## config.mk

```make
export PLATFORM = sky130hd
export DESIGN_NAME = mx4_dot_mac
export DESIGN_NICKNAME = d
export VERILOG_FILES = /design/src/rtl/mx4_pkg.sv /design/src/rtl/mx4_scale_dec.sv /design/src/rtl/mx4_elem_dec.sv /design/src/rtl/mx4_lane.sv /design/src/rtl/mx4_dot_mac.sv
export SDC_FILE = /design/constraint.sdc
export NUM_CORES = 1
export LEC_CHECK = 0
export ABC_AREA = 0
export BUFFER_PORTS_ARGS = -buffer_cell sky130_fd_sc_hd__buf_2
export CORE_UTILIZATION = 45
export DETAILED_ROUTE_END_ITERATION = 16
export REMOVE_ABC_BUFFERS = 1
export SKIP_CTS_REPAIR_TIMING = 1
export SLEW_MARGIN = 20
export SYNTH_ARGS = -nofsm -noshare
export SYNTH_HDL_FRONTEND = slang
export SYNTH_SLANG_ARGS = --single-unit
```

## constraint.sdc

```tcl
create_clock -name clk -period 20.2 [get_ports clk]
set_input_delay 4.04 -clock clk [delete_from_list [all_inputs] [get_ports clk]]
set_output_delay 4.04 -clock clk [all_outputs]
set_load 0.05 [all_outputs]
```

## src/rtl/mx4_pkg.sv

```systemverilog
package mx4_pkg;
   localparam int ELEM_W    = 4;
   localparam int DEC_W     = 5;            // half units, -14..14
   localparam int PROD_W    = 2 * DEC_W;    // quarter units
   localparam int SIG_W     = 4;            // scale significand with hidden bit
   localparam int EXQ_W     = 4;            // effective scale exponent 1..15
   localparam int SCL_W     = 2 * SIG_W;
   localparam int SHIFT_MAX = 2 * 15 - 2;
   localparam int FRAC_BITS = 20;
   localparam int PROD_MAX  = 196;          // 14 * 14 in quarter units

   typedef struct packed {
      logic             int_mode;
      logic             nan;
      logic [SIG_W-1:0] sig;
      logic [EXQ_W-1:0] exq;
   } scale_t;
endpackage

```

## src/rtl/mx4_scale_dec.sv

```systemverilog
module mx4_scale_dec
   import mx4_pkg::*;
(
   input  logic [7:0] sbyte,
   output scale_t     dec
);
   logic [3:0] e_f;
   logic [2:0] m_f;

   assign e_f = sbyte[6:3];
   assign m_f = sbyte[2:0];

   always_comb begin
      dec.int_mode = sbyte[7];
      dec.nan      = (sbyte[6:0] == 7'h7F);
      if (e_f == 4'd0) begin
         dec.sig = {1'b0, m_f};
         dec.exq = 4'd1;
      end else begin
         dec.sig = {1'b1, m_f};
         dec.exq = e_f;
      end
   end

   always_comb begin

      scale_exp_chk: assert (dec.exq != 4'd0);
   end
endmodule

```

## src/rtl/mx4_elem_dec.sv

```systemverilog
module mx4_elem_dec
   import mx4_pkg::*;
(
   input  logic [ELEM_W-1:0]       code,
   input  logic                    int_mode,
   output logic signed [DEC_W-1:0] half_val
);
   logic [3:0] fp_mag;
   logic [3:0] fp_base;

   assign fp_base = 4'd2 + {3'b000, code[0]};

   always_comb begin
      case (code[2:1])
         2'd0:    fp_mag = {3'b000, code[0]};
         2'd1:    fp_mag = fp_base;
         2'd2:    fp_mag = fp_base << 1;
         default: fp_mag = fp_base << 2;
      endcase
   end

   always_comb begin
      if (int_mode) begin
         if (code == 4'b1000) half_val = -5'sd14;
         else                 half_val = $signed({code, 1'b0});
      end else begin
         if (code[3]) half_val = -$signed({1'b0, fp_mag});
         else         half_val =  $signed({1'b0, fp_mag});
      end
   end

   always_comb begin

      int_range_chk: assert (!int_mode || (half_val >= -5'sd14 && half_val <= 5'sd14));

      fp_range_chk: assert (int_mode || (half_val >= -5'sd12 && half_val <= 5'sd12));
   end
endmodule

```

## src/rtl/mx4_lane.sv

```systemverilog
module mx4_lane
   import mx4_pkg::*;
#(
   parameter int N_ELEM = 16,
   localparam int SUM_W = PROD_W + $clog2(N_ELEM)
)(
   input  logic                    clk,
   input  logic                    rst_n,
   input  logic                    in_valid,
   input  logic                    in_last,
   input  logic signed [DEC_W-1:0] a_val,
   input  logic signed [DEC_W-1:0] b_val,
   output logic signed [SUM_W-1:0] sum_close
);
   localparam int BOUND = PROD_MAX * N_ELEM;

   logic signed [PROD_W-1:0] prod;
   logic signed [SUM_W-1:0]  prod_ext;
   logic signed [SUM_W-1:0]  sum_q;

   assign prod      = a_val * b_val;
   assign prod_ext  = {{(SUM_W-PROD_W){prod[PROD_W-1]}}, prod};
   assign sum_close = sum_q + prod_ext;

   always_ff @(posedge clk or negedge rst_n) begin
      if (!rst_n) begin
         sum_q <= '0;
      end else if (in_valid) begin
         if (in_last) sum_q <= '0;
         else         sum_q <= sum_close;
      end
   end


   no_overflow_chk: assert property (@(posedge clk) disable iff (!rst_n)
      (int'(sum_q) <= BOUND) && (int'(sum_q) >= -BOUND));


   idle_sum_chk: assert property (@(posedge clk) disable iff (!rst_n)
      !in_valid |=> $stable(sum_q));
endmodule

```

## src/rtl/mx4_dot_mac.sv

```systemverilog
module mx4_dot_mac
   import mx4_pkg::*;
#(
   parameter int N_ELEM = 16,
   parameter int ACC_W  = 64,
   localparam int SUM_W = PROD_W + $clog2(N_ELEM),
   localparam int RES_W = SUM_W + SCL_W + SHIFT_MAX + 1
)(
   input  logic                    clk,
   input  logic                    rst_n,
   input  logic                    clr,
   input  logic                    in_valid,
   input  logic                    in_last,
   input  logic [3:0]              a_elem,
   input  logic [3:0]              b_elem,
   input  logic [7:0]              a_scale,
   input  logic [7:0]              b_scale,
   output logic                    res_valid,
   output logic                    res_nan,
   output logic signed [RES_W-1:0] res_value,
   output logic signed [ACC_W-1:0] acc_value,
   output logic                    err_flag
);
   generate
      if (N_ELEM < 2) begin : g_bad_len
         $error("mx4_dot_mac: N_ELEM must be at least 2");
      end
      if (ACC_W < RES_W) begin : g_bad_acc
         $error("mx4_dot_mac: ACC_W narrower than block result");
      end
   endgenerate

   logic [1:0][ELEM_W-1:0]  elem_in;
   logic [1:0][7:0]         scl_in;
   scale_t                  scl_dec [2];
   logic signed [DEC_W-1:0] dec_val [2];

   assign elem_in = {b_elem, a_elem};
   assign scl_in  = {b_scale, a_scale};

   generate
      for (genvar g = 0; g < 2; g++) begin : g_op
         mx4_scale_dec u_scale (
            .sbyte (scl_in[g]),
            .dec   (scl_dec[g])
         );
         mx4_elem_dec u_elem (
            .code     (elem_in[g]),
            .int_mode (scl_dec[g].int_mode),
            .half_val (dec_val[g])
         );
      end
   endgenerate

   logic signed [SUM_W-1:0] sum_close;

   mx4_lane #(.N_ELEM(N_ELEM)) u_lane (
      .clk       (clk),
      .rst_n     (rst_n),
      .in_valid  (in_valid),
      .in_last   (in_last),
      .a_val     (dec_val[0]),
      .b_val     (dec_val[1]),
      .sum_close (sum_close)
   );

   logic [SCL_W-1:0]        scl_prod;
   logic [4:0]              shamt;
   logic signed [RES_W-1:0] sum_ext;
   logic signed [RES_W-1:0] scl_ext;
   logic signed [RES_W-1:0] blk_val;
   logic signed [ACC_W-1:0] blk_ext;
   logic                    blk_nan;
   logic                    close;

   assign scl_prod = SCL_W'(scl_dec[0].sig) * SCL_W'(scl_dec[1].sig);
   assign shamt    = {1'b0, scl_dec[0].exq} + {1'b0, scl_dec[1].exq} - 5'd2;
   assign sum_ext  = {{(RES_W-SUM_W){sum_close[SUM_W-1]}}, sum_close};
   assign scl_ext  = $signed({{(RES_W-SCL_W){1'b0}}, scl_prod});
   assign blk_val  = (sum_ext * scl_ext) <<< shamt;
   assign blk_ext  = {{(ACC_W-RES_W){blk_val[RES_W-1]}}, blk_val};
   assign blk_nan  = scl_dec[0].nan | scl_dec[1].nan;
   assign close    = in_valid & in_last;

   always_ff @(posedge clk or negedge rst_n) begin
      if (!rst_n) begin
         res_valid <= 1'b0;
         res_nan   <= 1'b0;
         res_value <= '0;
         acc_value <= '0;
         err_flag  <= 1'b0;
      end else begin
         res_valid <= close;
         res_nan   <= close & blk_nan;
         if (close) res_value <= blk_nan ? '0 : blk_val;
         if (clr) begin
            acc_value <= (close && !blk_nan) ? blk_ext : '0;
            err_flag  <= close & blk_nan;
         end else begin
            if (close && !blk_nan) acc_value <= acc_value + blk_ext;
            if (close && blk_nan)  err_flag  <= 1'b1;
         end
      end
   end


   res_origin_chk: assert property (@(posedge clk) disable iff (!rst_n)
      res_valid |-> $past(in_valid && in_last));


   nan_zero_chk: assert property (@(posedge clk) disable iff (!rst_n)
      res_nan |-> (res_valid && res_value == '0 && err_flag));


   nan_acc_hold_chk: assert property (@(posedge clk) disable iff (!rst_n)
      (in_valid && in_last && blk_nan && !clr) |=> $stable(acc_value));


   clr_zero_chk: assert property (@(posedge clk) disable iff (!rst_n)
      (clr && !(in_valid && in_last)) |=> (acc_value == '0 && !err_flag));


   idle_hold_chk: assert property (@(posedge clk) disable iff (!rst_n)
      (!(in_valid && in_last) && !clr) |=> ($stable(acc_value) && $stable(res_value) && !res_valid));


   err_sticky_chk: assert property (@(posedge clk) disable iff (!rst_n)
      (err_flag && !clr) |=> err_flag);
endmodule

```

# Word level (Yosys, flattened, before mapping)
# Index checks and enable logic that the tools add are counted.
# Widths: inputs -> output; s select.
word_totals:
  memories: 0
  reg_bits: 132
  ram_bits: 0
  latchBits: 0
  input_bits: 29
  mem_bits_ro: 0
op_classes:
  magnitude_cmp: 0
  eq_ne: 8
  muxes: 17
  n_addsub: 8
  div: 0
  bitwise: 3
  mul: 3
  reduce_logical: 9
  shifts: 1
ops:
  columns: ["op", "n"]
  rows:
  - ["$mux 64", 3]
  - ["$add 64x51->64", 1]
  - ["$mux 51", 1]
  - ["$sshl 23x5->51", 1]
  - ["$mux 5", 6]
  - ["$pmux 4 s3", 2]
  - ["$mul 14x9->23", 1]
  - ["$mux 8", 2]
  - ["$add 14x10->14", 1]
  - ["$eq 7x7->1 const B", 2]
  - ["$mux 14", 1]
  - ["$mul 5x5->10", 1]
  - ["$neg 4->5", 2]
  - ["$eq 4x4->1 const B", 2]
  - ["$logic_not 4->1", 2]
  - ["$mul 4x4->8", 1]
  - ["$add 2x1->3 const A", 2]
  - ["$add 4x4->5", 1]
  - ["$sub 5x2->5 const B", 1]
  - ["$eq 2x1->1 const B", 2]
  - ["$eq 2x2->1 const B", 2]
  - ["$logic_not 2->1", 2]
  - ["$reduce_bool 2->1", 2]
  - ["$and 1x1->1", 2]
  - ["4 further kinds", 6]

# Longest topological paths before layout
# Gate-level depths: netlist of run 1.
depth:
  ltp_word: 12
  depth_mapped: 57

# Cells and area by module
# A second synthesis of run 1 with hierarchy kept.
hier_totals:
  cells_unflattened: 2262
  hier_area_um2: 18639.1
modules_own_cells:
  columns: ["mod", "seq_area_each_um2", "instances", "cells_per_inst", "area_each_um2"]
  rows:
  - ["mx4_dot_mac", 2952.8, 1, 1977, 15907.8]
  - ["mx4_lane", 350.3, 1, 213, 2228.4]
  - ["mx4_elem_dec", 0.0, 2, 24, 175.2]
  - ["mx4_scale_dec", 0.0, 2, 12, 76.3]

# Least setup slack after synthesis of run 1
# No wires, ideal clock.
synth_path:
  path_kind: "input to register"
  start: "in a_elem[2]"
  end: "reg acc_value[52]"
  arrival_ps: 16687
  path_buffers: 2
  t_required_ps: 20057
  path_stages: 51
  setup_ps: 143
  slack_ps: 3370
  cell_sequence: "clkbuf_1 -> nor2_1 -> a21boi_0 -> nand3_1 -> fa_1 -> fa_1 -> inv_1 -> fa_1 -> fa_1 -> ha_1 -> a21o_1 -> a21oi_1 -> o21bai_1 -> a21oi_1 -> o21bai_1 -> a21oi_1 -> o21bai_1 -> a21oi_1 -> [15 not listed] -> a21oi_1 -> nor4_2 -> mux2i_1 -> mux4_2 -> mux2i_1 -> ha_1 -> clkbuf_1 -> a21o_1 -> a21o_1 -> a221oi_1 -> o41ai_1 -> a41oi_1 -> o211ai_1 -> a21boi_1 -> o21ai_0 -> a311oi_1 -> xor2_1 -> o211ai_1"
synth_via:
  elab_chain_cells: 12
  elab_cells_between_ends: 17
synth_rtl:
  columns: ["element", "line_no", "rtl"]
  rows:
  - ["from (decl)", "mx4_dot_mac.sv:14", "input logic [3:0] a_elem,"]
  - ["$eq 2x2->1 (tied with other cells)", "mx4_elem_dec.sv:14", "case (code[2:1])"]
  - ["$pmux 4 s3", "mx4_elem_dec.sv:14", null]
  - ["$neg 4->5", "mx4_elem_dec.sv:27", "if (code[3]) half_val = -$signed({1'b0, fp_mag});"]
  - ["$mux 5", "mx4_elem_dec.sv:27", null]
  - ["$mux 5 *", "mx4_elem_dec.sv:23", "if (int_mode) begin"]
  - ["$mul 5x5->10 *", "mx4_lane.sv:21", "assign prod = a_val * b_val;"]
  - ["$add 14x10->14 *", "mx4_lane.sv:23", "assign sum_close = sum_q + prod_ext;"]
  - ["$mul 14x9->23 *", "mx4_dot_mac.sv:80", "assign blk_val = (sum_ext * scl_ext) <<< shamt;"]
  - ["$sshl 23x5->51 *", "mx4_dot_mac.sv:80", null]
  - ["$add 64x51->64", "mx4_dot_mac.sv:100", "if (close && !blk_nan) acc_value <= acc_value + blk_ext;"]
  - ["$mux 64", "mx4_dot_mac.sv:100", null]
  - ["$mux 64 *", "mx4_dot_mac.sv:96", "if (clr) begin"]
  - ["to (signal assigned)", "mx4_dot_mac.sv:97", "acc_value <= (close && !blk_nan) ? blk_ext : '0;"]
  - ["to (signal assigned)", "mx4_dot_mac.sv:100", null]
  - ["to (decl)", "mx4_dot_mac.sv:21", "output logic signed [ACC_W-1:0] acc_value,"]
# Mark *: on every way between the ends. The rest lies on a longest branch, timed or not. The select of a mux whose other input is x is not followed.
# A chain may end at the register's enable or synchronous reset.

# Final worst setup path of run 1
layout_path:
  start: "in a_elem[2]"
  end: "reg acc_value[32]"
# Same word-level chain as after synthesis.

==> results of run 1 <==
registers in the layout (all words and copies together) (netlist names):
register and flops:
res_value 51, acc_value 64, res_valid 1, res_nan 1, u_lane.sum_q 14, err_flag 1
worst reg2reg max path: cells and delay by family, from the launching register on:
family,cells,cell delay (ns)
flip-flops,1,0.32
adder cells (fa/ha/maj),11,4.72
AND/OR/NAND/NOR,4,1.57
buffers and inverters,6,0.45
multiplexers,4,1.22
AO/OA/AOI/OAI,17,4.48
XOR/XNOR,2,0.68
path summary, 6_finish.rpt:
path	end	slack, ns	cells past startpoint
max	acc_value[32]$_DFFE_PN0P_	1.81	48
min in group asynchronous	acc_value[2]$_DFFE_PN0P_	3.68	1
min	res_value[48]$_DFFE_PN0P_	0.47	1
min reg2reg	res_value[48]$_DFFE_PN0P_	0.47	1
max in group asynchronous	acc_value[54]$_DFFE_PN0P_	15.36	2
max reg2reg	acc_value[32]$_DFFE_PN0P_	6.60	44
synth_stat cells, types with 22 or more instances:
| cell | count |
|---|---|
| sky130_fd_sc_hd__a211oi_1 | 24 |
| sky130_fd_sc_hd__a21o_1 | 80 |
| sky130_fd_sc_hd__a21oi_1 | 143 |
| sky130_fd_sc_hd__and2_1 | 30 |
| sky130_fd_sc_hd__clkbuf_1 | 86 |
| sky130_fd_sc_hd__dfrtp_1 | 132 |
| sky130_fd_sc_hd__fa_1 | 131 |
| sky130_fd_sc_hd__ha_1 | 160 |
| sky130_fd_sc_hd__inv_1 | 219 |
| sky130_fd_sc_hd__mux2i_1 | 36 |
| sky130_fd_sc_hd__nand2_1 | 200 |
| sky130_fd_sc_hd__nand3_1 | 38 |
| sky130_fd_sc_hd__nor2_1 | 217 |
| sky130_fd_sc_hd__nor3_1 | 24 |
| sky130_fd_sc_hd__o211ai_1 | 22 |
| sky130_fd_sc_hd__o21ai_0 | 108 |
| sky130_fd_sc_hd__o22ai_1 | 31 |
| sky130_fd_sc_hd__xnor2_1 | 61 |
| sky130_fd_sc_hd__xor2_1 | 44 |
metal layers:
layer  track usage, %  share of wire, %  vias up
met4            6.496               1.8        0
met2            40.62                43      472
met3            5.249               7.2       57
met5                0                 0        -
met1            39.36                48     7602
li1                 -                 -     7558
stage by stage:
step	cells	util, %	area [um^2]
after floorplan	2021	-	17100
after global placement	2697	49.20	18660
after detailed placement	2697	49.20	18660
after CTS	2729	50.90	19310
after global routing	2729	50.92	19310
final	2729	50.92	19310
cell type report:
class | count | area, um^2
clock buffers | 17 | 425.4
well taps | 511 | 639.4
multi-input cells | 1668 | 13020
repair buffers | 165 | 879.6
clock inverters | 15 | 217.7
fillers | 3681 | 18620
inverters | 221 | 829.5
flip-flops and latches | 132 | 3303
cell families after synthesis:
logic type	count (synthesis)	share of synthesized area, %
simple gates	622	16.21
compound gates	591	22.37
buf+inv	318	6.887
fa+ha+maj	291	26.46
flops	132	18.90
xor+xnor	105	5.262
mux	59	3.909
==> implementation parameters, run 1 <==
Parameter                              Value

Status
  Outcome    complete, no violations

STA
  Minimum clock period after layout    18.39 ns
  Final number of hold-violating endpoints    0
  Worst hold slack    0.4727 ns
  Max Clock Freq    54.38 MHz
  Final worst-path cycle share    91.04%
  Final number of max-transition violations    0
  Clock skew    between 0.01 and 0.015 ns
  Setup repair after global routing missed its margin    no
  PnR worst setup slack    ~1.8 ns
  Transition time at the pin with the least slew margin    1.111 ns
  Relative slew slack    24.05%
  # setup viols final    0
  Setup total negative slack    0 ns

CTS
  Maximum clock path buffer count    2
  Inserted Clock Buffers    17
  Cell at the root of the clock tree    sky130_fd_sc_hd__clkbuf_16
  Clock tree from TritonCTS    built
  Total number of clock tree sinks    roughly 130
  Worst-Skew Late Latency    0.45 ns
  Clock-pin slew reported for the worst setup and hold paths after clock tree synthesis    about 0.06 ns
  Maximum level of the CTS H-tree    4

Layout
  Commonest non-fill, non-tap cells in the layout    sky130_fd_sc_hd__inv_1 (219), sky130_fd_sc_hd__nor2_1 (217), sky130_fd_sc_hd__nand2_1 (198)
  Area growth from synthesis to layout    10.51%
  Total Nets Final    roughly 2500
  Share of post-route cells with drive strength above 1    10.91%
  Diodes inserted    0
  Commonest non-fill, non-tap cell in the layout    sky130_fd_sc_hd__inv_1

Worst setup path
  Crit start category    input pin
  Combined buffer and inverter count along the critical path    6
  Slowest cell delay on critical path    0.87 ns
  Class of the most critical setup path    in2reg
  Startpoint of the worst register-to-register path    u_lane.sum_q[5]$_DFFE_PN0P_
  Largest delay contributor family on the critical path    adder cells
  Cell repeated most along the worst path    sky130_fd_sc_hd__fa_1
  Worst-path fanout max    9
  Cell with the largest stage delay on the worst path    sky130_fd_sc_hd__o31ai_1
  CP endpoint kind    flip-flop
  Worst path arrival time    18.70 ns
  Critical Path Start    a_elem[2]
  Critical Path RT    20.51 ns

Global routing
  Vias in the first global route    about 15000
  Global-route total usage across every layer    between 20% and 30%
  First-pass GRT wire length    83130 um
  Antenna violations before repair    1
  Maximum number of pins on one net before global-route repair    87
  Total grt overflow    0

Route
  Wire length reported by the detailed router    51500 um
  Number of iterations in the first detailed-routing pass    5
  Drt via density    5.749
  Post-route DRC violation count    0
  First DRT Iteration DRCs    1095
  Antenna-violating nets left    0
  Routed length per placed instance    18.87 um
  Overall via count from detail_route    15690

Logic synthesis
  Fraction of registers with async set/reset    100.0%
  Number of warnings reported in the yosys synthesis log    0
  Synthesized area per cell    approximately 8.3 um^2
  Post-synth top flop    sky130_fd_sc_hd__dfrtp_1
  Number of different library cells in the post-synthesis netlist    77
  Area contributors post-synth    sky130_fd_sc_hd__dfrtp_1 (19%), sky130_fd_sc_hd__fa_1 (15%), sky130_fd_sc_hd__ha_1 (11%)
  Proportion of netlist area held by the largest area contributor    18.90%
  Proportion of synthesized chip area in sequential cells    approximately a fifth
  Synthesized flop and latch total    about 130
  EDFF count, synth    0
  Netlist area before placement    17480 um^2
  Cell taking the most area after synthesis    sky130_fd_sc_hd__dfrtp_1
  Cells after Synth    2118

Placed design
  Routability congestion estimate    0.9964
  Post-Place Worst Slack    approximately 1.6 ns
  Count of input and output buffers    146
  DP HPWL    40260 um

Die
  Area of the die    39630 um^2
  Height of the die    199.1 um
  Starting Density    46.07%
  # IOs    147
  Chip width    199.1 um
  Core Region    37930 um^2
  Standard-cell rows    just over 70

Worst hold path
  Beginning of the worst hold path    res_value[48]$_DFFE_PN0P_
  Kind of path behind the tightest hold check    reg2reg

Job
  Max-cap viol count    0
Power of run 1 is left out: the tool's default activity adds up to more than one toggle a clock period on the data nets, which glitch-free logic cannot reach.
==> run 2, diff against run 1 <==
--- a/config.mk
+++ b/config.mk
@@ -8,7 +8,9 @@
 export ABC_AREA = 0
 export BUFFER_PORTS_ARGS = -buffer_cell sky130_fd_sc_hd__buf_2
 export CORE_UTILIZATION = 45
+export CTS_CLUSTER_DIAMETER = 30
 export DETAILED_ROUTE_END_ITERATION = 16
+export RECOVER_POWER = 50
 export REMOVE_ABC_BUFFERS = 1
 export SKIP_CTS_REPAIR_TIMING = 1
 export SLEW_MARGIN = 20
==> run 2 against run 1 <==
The flow now finishes with violations (max-capacitance violations, max-slew violations). Worst setup slack worse by 0.055 ns. Wire length up 0.33%. Utilization down 0.23 points. Via count up 0.15%. First-iteration DRC count up 2.1%. Clock-buffer cell count unchanged. Sequential share of layout area up 0.077 points. Critical path type unchanged.
==> implementation parameters, run 2 (same netlist as run 1, synthesis figures left out) <==
Parameter                              Value

Status
  Outcome    finished with violations
  Violated checks    max-capacitance violations, max-slew violations

Route
  Drt via density    5.758
  Overall via count from detail_route    approximately 16000
  First DRT Iteration DRCs    1118
  Routed length per placed instance    18.93 um
  Antenna-violating nets left    0
  Number of iterations in the first detailed-routing pass    5
  Wire length reported by the detailed router    around 52000 um
  Post-route DRC violation count    0

Worst setup path
  Slowest cell delay on critical path    0.84 ns
  Cell with the largest stage delay on the worst path    sky130_fd_sc_hd__o31ai_1
  Cell repeated most along the worst path    sky130_fd_sc_hd__fa_1
  Combined buffer and inverter count along the critical path    6
  CP endpoint kind    flip-flop
  Worst-path fanout max    9
  Largest delay contributor family on the critical path    adder cells
  Slack of the worst reg-to-reg path    6.68 ns
  Worst path arrival time    18.75 ns
  Crit start category    input pin
  Critical Path RT    20.50 ns
  Class of the most critical setup path    in2reg

Global routing
  First-pass GRT wire length    83130 um
  Vias in the first global route    15320
  Maximum number of pins on one net before global-route repair    87
  Antenna violations before repair    1
  Total grt overflow    0
  Global-route total usage across every layer    26.95%

STA
  # setup viols final    0
  Setup repair after global routing missed its margin    no
  Final number of max-transition violations    190
  Transition time at the pin with the least slew margin    between 5 and 6 ns
  Relative slew slack    -252.8%
  Setup total negative slack    0 ns
  Worst hold slack    ~0.47 ns
  Clock skew    0.01294 ns
  Max Clock Freq    54.21 MHz
  PnR worst setup slack    between 1.5 and 2 ns
  Final number of hold-violating endpoints    0
  Minimum clock period after layout    between 15 and 20 ns
  Final worst-path cycle share    between 90% and 100%

CTS
  Total number of clock tree sinks    132
  Clock-pin slew reported for the worst setup and hold paths after clock tree synthesis    0.06 ns
  Maximum level of the CTS H-tree    4
  Worst-Skew Late Latency    0.45 ns
  Clock tree from TritonCTS    built
  Cell at the root of the clock tree    sky130_fd_sc_hd__clkbuf_16
  Maximum clock path buffer count    2
  Inserted Clock Buffers    17

Layout
  Biggest register    acc_value
  Number of flip-flops under the largest register name    64
  Utilization after layout    approximately 51%
  Total Nets Final    2525
  Commonest non-fill, non-tap cell in the layout    sky130_fd_sc_hd__inv_1
  Area growth from synthesis to layout    10.02%
  Diodes inserted    0
  Commonest non-fill, non-tap cells in the layout    sky130_fd_sc_hd__inv_1 (219), sky130_fd_sc_hd__nor2_1 (217), sky130_fd_sc_hd__nand2_1 (198)
  Share of post-route cells with drive strength above 1    8.206%
  Registers with the most flip-flops    acc_value: 64 flops, res_value: 51 flops, u_lane.sum_q: 14 flops

Die
  Core Region    37930 um^2
  Area of the die    39630 um^2
  # IOs    147
  Height of the die    199.1 um
  Chip width    ~200 um
  Starting Density    46.07%
  Standard-cell rows    71

Placed design
  Count of input and output buffers    ~150
  Post-Place Worst Slack    1.578 ns
  DP HPWL    a little over 40000 um
  Routability congestion estimate    0.9964

Worst hold path
  Kind of path behind the tightest hold check    reg2reg

Job
  Max-cap viol count    3
==> run 2: cell types whose count changed in the layout (fill, tap and decap cells not counted), sizes merged <==
cell and delta:
clkbuf +60, buf -60
==> run 2: final timing paths <==
kind | start | to | depth (start not counted)
min | res_value[48]$_DFFE_PN0P_ | res_value[48]$_DFFE_PN0P_ | 1
max | a_elem[2] | acc_value[32]$_DFFE_PN0P_ | 48
min in group asynchronous | rst_n | res_value[2]$_DFFE_PN0P_ | 1
min reg2reg | res_value[48]$_DFFE_PN0P_ | res_value[48]$_DFFE_PN0P_ | 1
max reg2reg | u_lane.sum_q[5]$_DFFE_PN0P_ | acc_value[32]$_DFFE_PN0P_ | 44
max in group asynchronous | rst_n | acc_value[54]$_DFFE_PN0P_ | 2
==> run 2: stage by stage <==
stage          cells  cell area, um^2
2_1_floorplan   2021            17100
3_3_place_gp    2697            18660
3_5_place_dp    2697            18660
4_1_cts         2729            19310
5_1_grt         2729            19230
6_report        2729            19230
==> run 2: metal layers <==
| metal | global-route usage [%] | up-vias | share of wire (%) |
|---|---|---|---|
| li1 | - | 7560 | - |
| met1 | 39.36 | 7616 | 48 |
| met2 | 40.62 | 480 | 43 |
| met3 | 5.249 | 57 | 7.1 |
| met4 | 6.496 | 0 | 1.8 |
| met5 | 0 | - | 0 |
==> run 2: area by class of cell <==
| class | count | area (um^2) |
|---|---|---|
| multi-input combinational | 1668 | 13020 |
| clock buffer | 17 | 425.4 |
| clock inverter | 15 | 217.7 |
| fill | 3708 | 18710 |
| inverter | 221 | 829.5 |
| sequential | 132 | 3303 |
| timing repair buffer | 165 | 793.3 |
| tap | 511 | 639.4 |
==> run 2: worst register-to-register path: cells and delay by family (launching register included) <==
kind,cells,cell delay (ns)
buf+inv,6,0.45
mux,4,1.21
compound gates,17,4.43
flops,1,0.32
simple gates,4,1.53
xor+xnor,2,0.68
fa+ha+maj,11,4.72
Power of run 2 is left out for the same reason.
==> run 3, diff against run 2 <==
--- a/config.mk
+++ b/config.mk
@@ -11,7 +11,6 @@
 export CTS_CLUSTER_DIAMETER = 30
 export DETAILED_ROUTE_END_ITERATION = 16
 export RECOVER_POWER = 50
-export REMOVE_ABC_BUFFERS = 1
 export SKIP_CTS_REPAIR_TIMING = 1
 export SLEW_MARGIN = 20
 export SYNTH_ARGS = -nofsm -noshare
==> run 3 against run 2 <==
The run still ends with max-capacitance violations, max-slew violations left. Final cell count barely moved. Cell area fell by 0.34%. Global-route usage up 1.0 points. Critical path depth grew 2. Via count grew 1.9%. Utilization down 0.17 points.
==> implementation parameters, run 3 (same netlist as run 1, synthesis figures left out) <==
Parameter                              Value

Status
  Outcome    finished with violations
  Violated checks    max-capacitance violations, max-slew violations

Worst setup path
  Worst-path fanout max    9
  Class of the most critical setup path    in2reg
  WP depth    50
  Worst path arrival time    ~19 ns
  Crit start category    input pin
  Critical Path RT    20.59 ns
  Largest delay contributor family on the critical path    adder cells
  FF-to-FF path depth    46
  Slowest cell delay on critical path    0.67 ns
  Cell repeated most along the worst path    sky130_fd_sc_hd__fa_1
  Combined buffer and inverter count along the critical path    6
  Cell with the largest stage delay on the worst path    sky130_fd_sc_hd__nor4_1
  CP endpoint kind    flip-flop

Die
  Area of the die    39630 um^2
  Height of the die    199.1 um
  Chip width    199.1 um
  # IOs    ~150
  Core Region    between 30000 and 40000 um^2
  Starting Density    46.07%
  Standard-cell rows    71

Layout
  Biggest register    acc_value
  Registers with the most flip-flops    acc_value: 64 flops, res_value: 51 flops, u_lane.sum_q: 14 flops
  Total of fill cells in the finished design    between 3000 and 4000
  Commonest non-fill, non-tap cell in the layout    sky130_fd_sc_hd__inv_1
  Commonest non-fill, non-tap cells in the layout    sky130_fd_sc_hd__inv_1 (219), sky130_fd_sc_hd__nor2_1 (217), sky130_fd_sc_hd__nand2_1 (198)
  Diodes inserted    0
  Number of flip-flops under the largest register name    64
  Total Nets Final    2527
  Share of post-route cells with drive strength above 1    just under 6%
  Utilization after layout    about half
  Area growth from synthesis to layout    9.643%
  Cell Count, Final, Fillers Out    2731

CTS
  Inserted Clock Buffers    17
  Clock-pin slew reported for the worst setup and hold paths after clock tree synthesis    0.07 ns
  Maximum clock path buffer count    2
  Cell at the root of the clock tree    sky130_fd_sc_hd__clkbuf_16
  Maximum level of the CTS H-tree    4
  Worst-Skew Late Latency    0.47 ns
  Total number of clock tree sinks    132
  Clock tree from TritonCTS    built

Global routing
  Global-route total usage across every layer    27.98%
  Most congested layer reported by global routing    met1
  Maximum number of pins on one net before global-route repair    69
  Met1 Usage GRT    41.86%
  First-pass GRT wire length    approximately 85000 um
  Antenna violations before repair    0
  Met3 track demand over resource in global routing    5.553%
  Vias in the first global route    15310
  Met2 layer usage reported by global route    between 40% and 50%
  Total grt overflow    0

Route
  Antenna-violating nets left    0
  Wire length reported by the detailed router    around 54000 um
  Overall via count from detail_route    ~16000
  Routed length per placed instance    19.61 um
  Drt via density    between 5 and 6
  First DRT Iteration DRCs    1317
  Post-route DRC violation count    0
  Number of iterations in the first detailed-routing pass    5

Logic synthesis
  Total nets after synthesis    2438

Placed design
  Cell total after placement    2699
  Routability congestion estimate    about 0.97
  Count of input and output buffers    146
  DP HPWL    around 42000 um

STA
  # setup viols final    0
  Setup repair after global routing missed its margin    no
  Final worst-path cycle share    91.85%
  Final number of hold-violating endpoints    0
  Final number of max-transition violations    190
  Setup total negative slack    0 ns
  Clock skew    0.01874 ns
  Relative slew slack    -174.2%
  Minimum clock period after layout    18.55 ns
  Max Clock Freq    around 54 MHz
  Transition time at the pin with the least slew margin    4.113 ns

Worst hold path
  Number of instances on the worst hold path    1
  Kind of path behind the tightest hold check    reg2reg

Job
  Max-cap viol count    3
-- run 3: per-layer routing --
layer / vias up / share of wire (%)
li1: 7555 / -
met1: 7836 / 48
met2: 563 / 43
met3: 59 / 7.5
met4: 0 / 1.8
met5: - / 0
-- run 3: path summary, 6_finish.rpt --
kind / startpoint / endpoint / slack (ns)
min reg2reg: res_value[24]$_DFFE_PN0P_ / res_value[24]$_DFFE_PN0P_ / 0.48
min: res_value[24]$_DFFE_PN0P_ / res_value[24]$_DFFE_PN0P_ / 0.48
min in group asynchronous: rst_n / res_value[0]$_DFFE_PN0P_ / 4.92
max: a_elem[2] / acc_value[55]$_DFFE_PN0P_ / 1.65
max in group asynchronous: rst_n / u_lane.sum_q[7]$_DFFE_PN0P_ / 9.93
max reg2reg: u_lane.sum_q[5]$_DFFE_PN0P_ / acc_value[55]$_DFFE_PN0P_ / 6.60
-- run 3: area by class of cell --
type / count / area [um^2] / share of cell area (%)
multi-input combinational: 1668 / 13030 / 68.02
sequential: 132 / 3303 / 17.24
inverter: 221 / 829.5 / 4.329
timing repair buffer: 167 / 740.7 / 3.865
tap: 511 / 639.4 / 3.337
clock buffer: 18 / 439.2 / 2.292
clock inverter: 14 / 176.4 / 0.9207
-- run 3: metrics by stage --
| stage | setup WS (ns) | hold WS, ns | instance area, um^2 |
|---|---|---|---|
| floorplan | 3.370 | 0.5015 | 17480 |
| global placement | 1.765 | 0.4566 | 18680 |
| detailed placement | 1.491 | 0.4575 | 18690 |
| CTS | 1.899 | 0.4791 | 19310 |
| global route | 0.6336 | 0.4946 | 19160 |
| finish | 1.647 | 0.4773 | 19160 |
Power of run 3 is left out for the same reason.
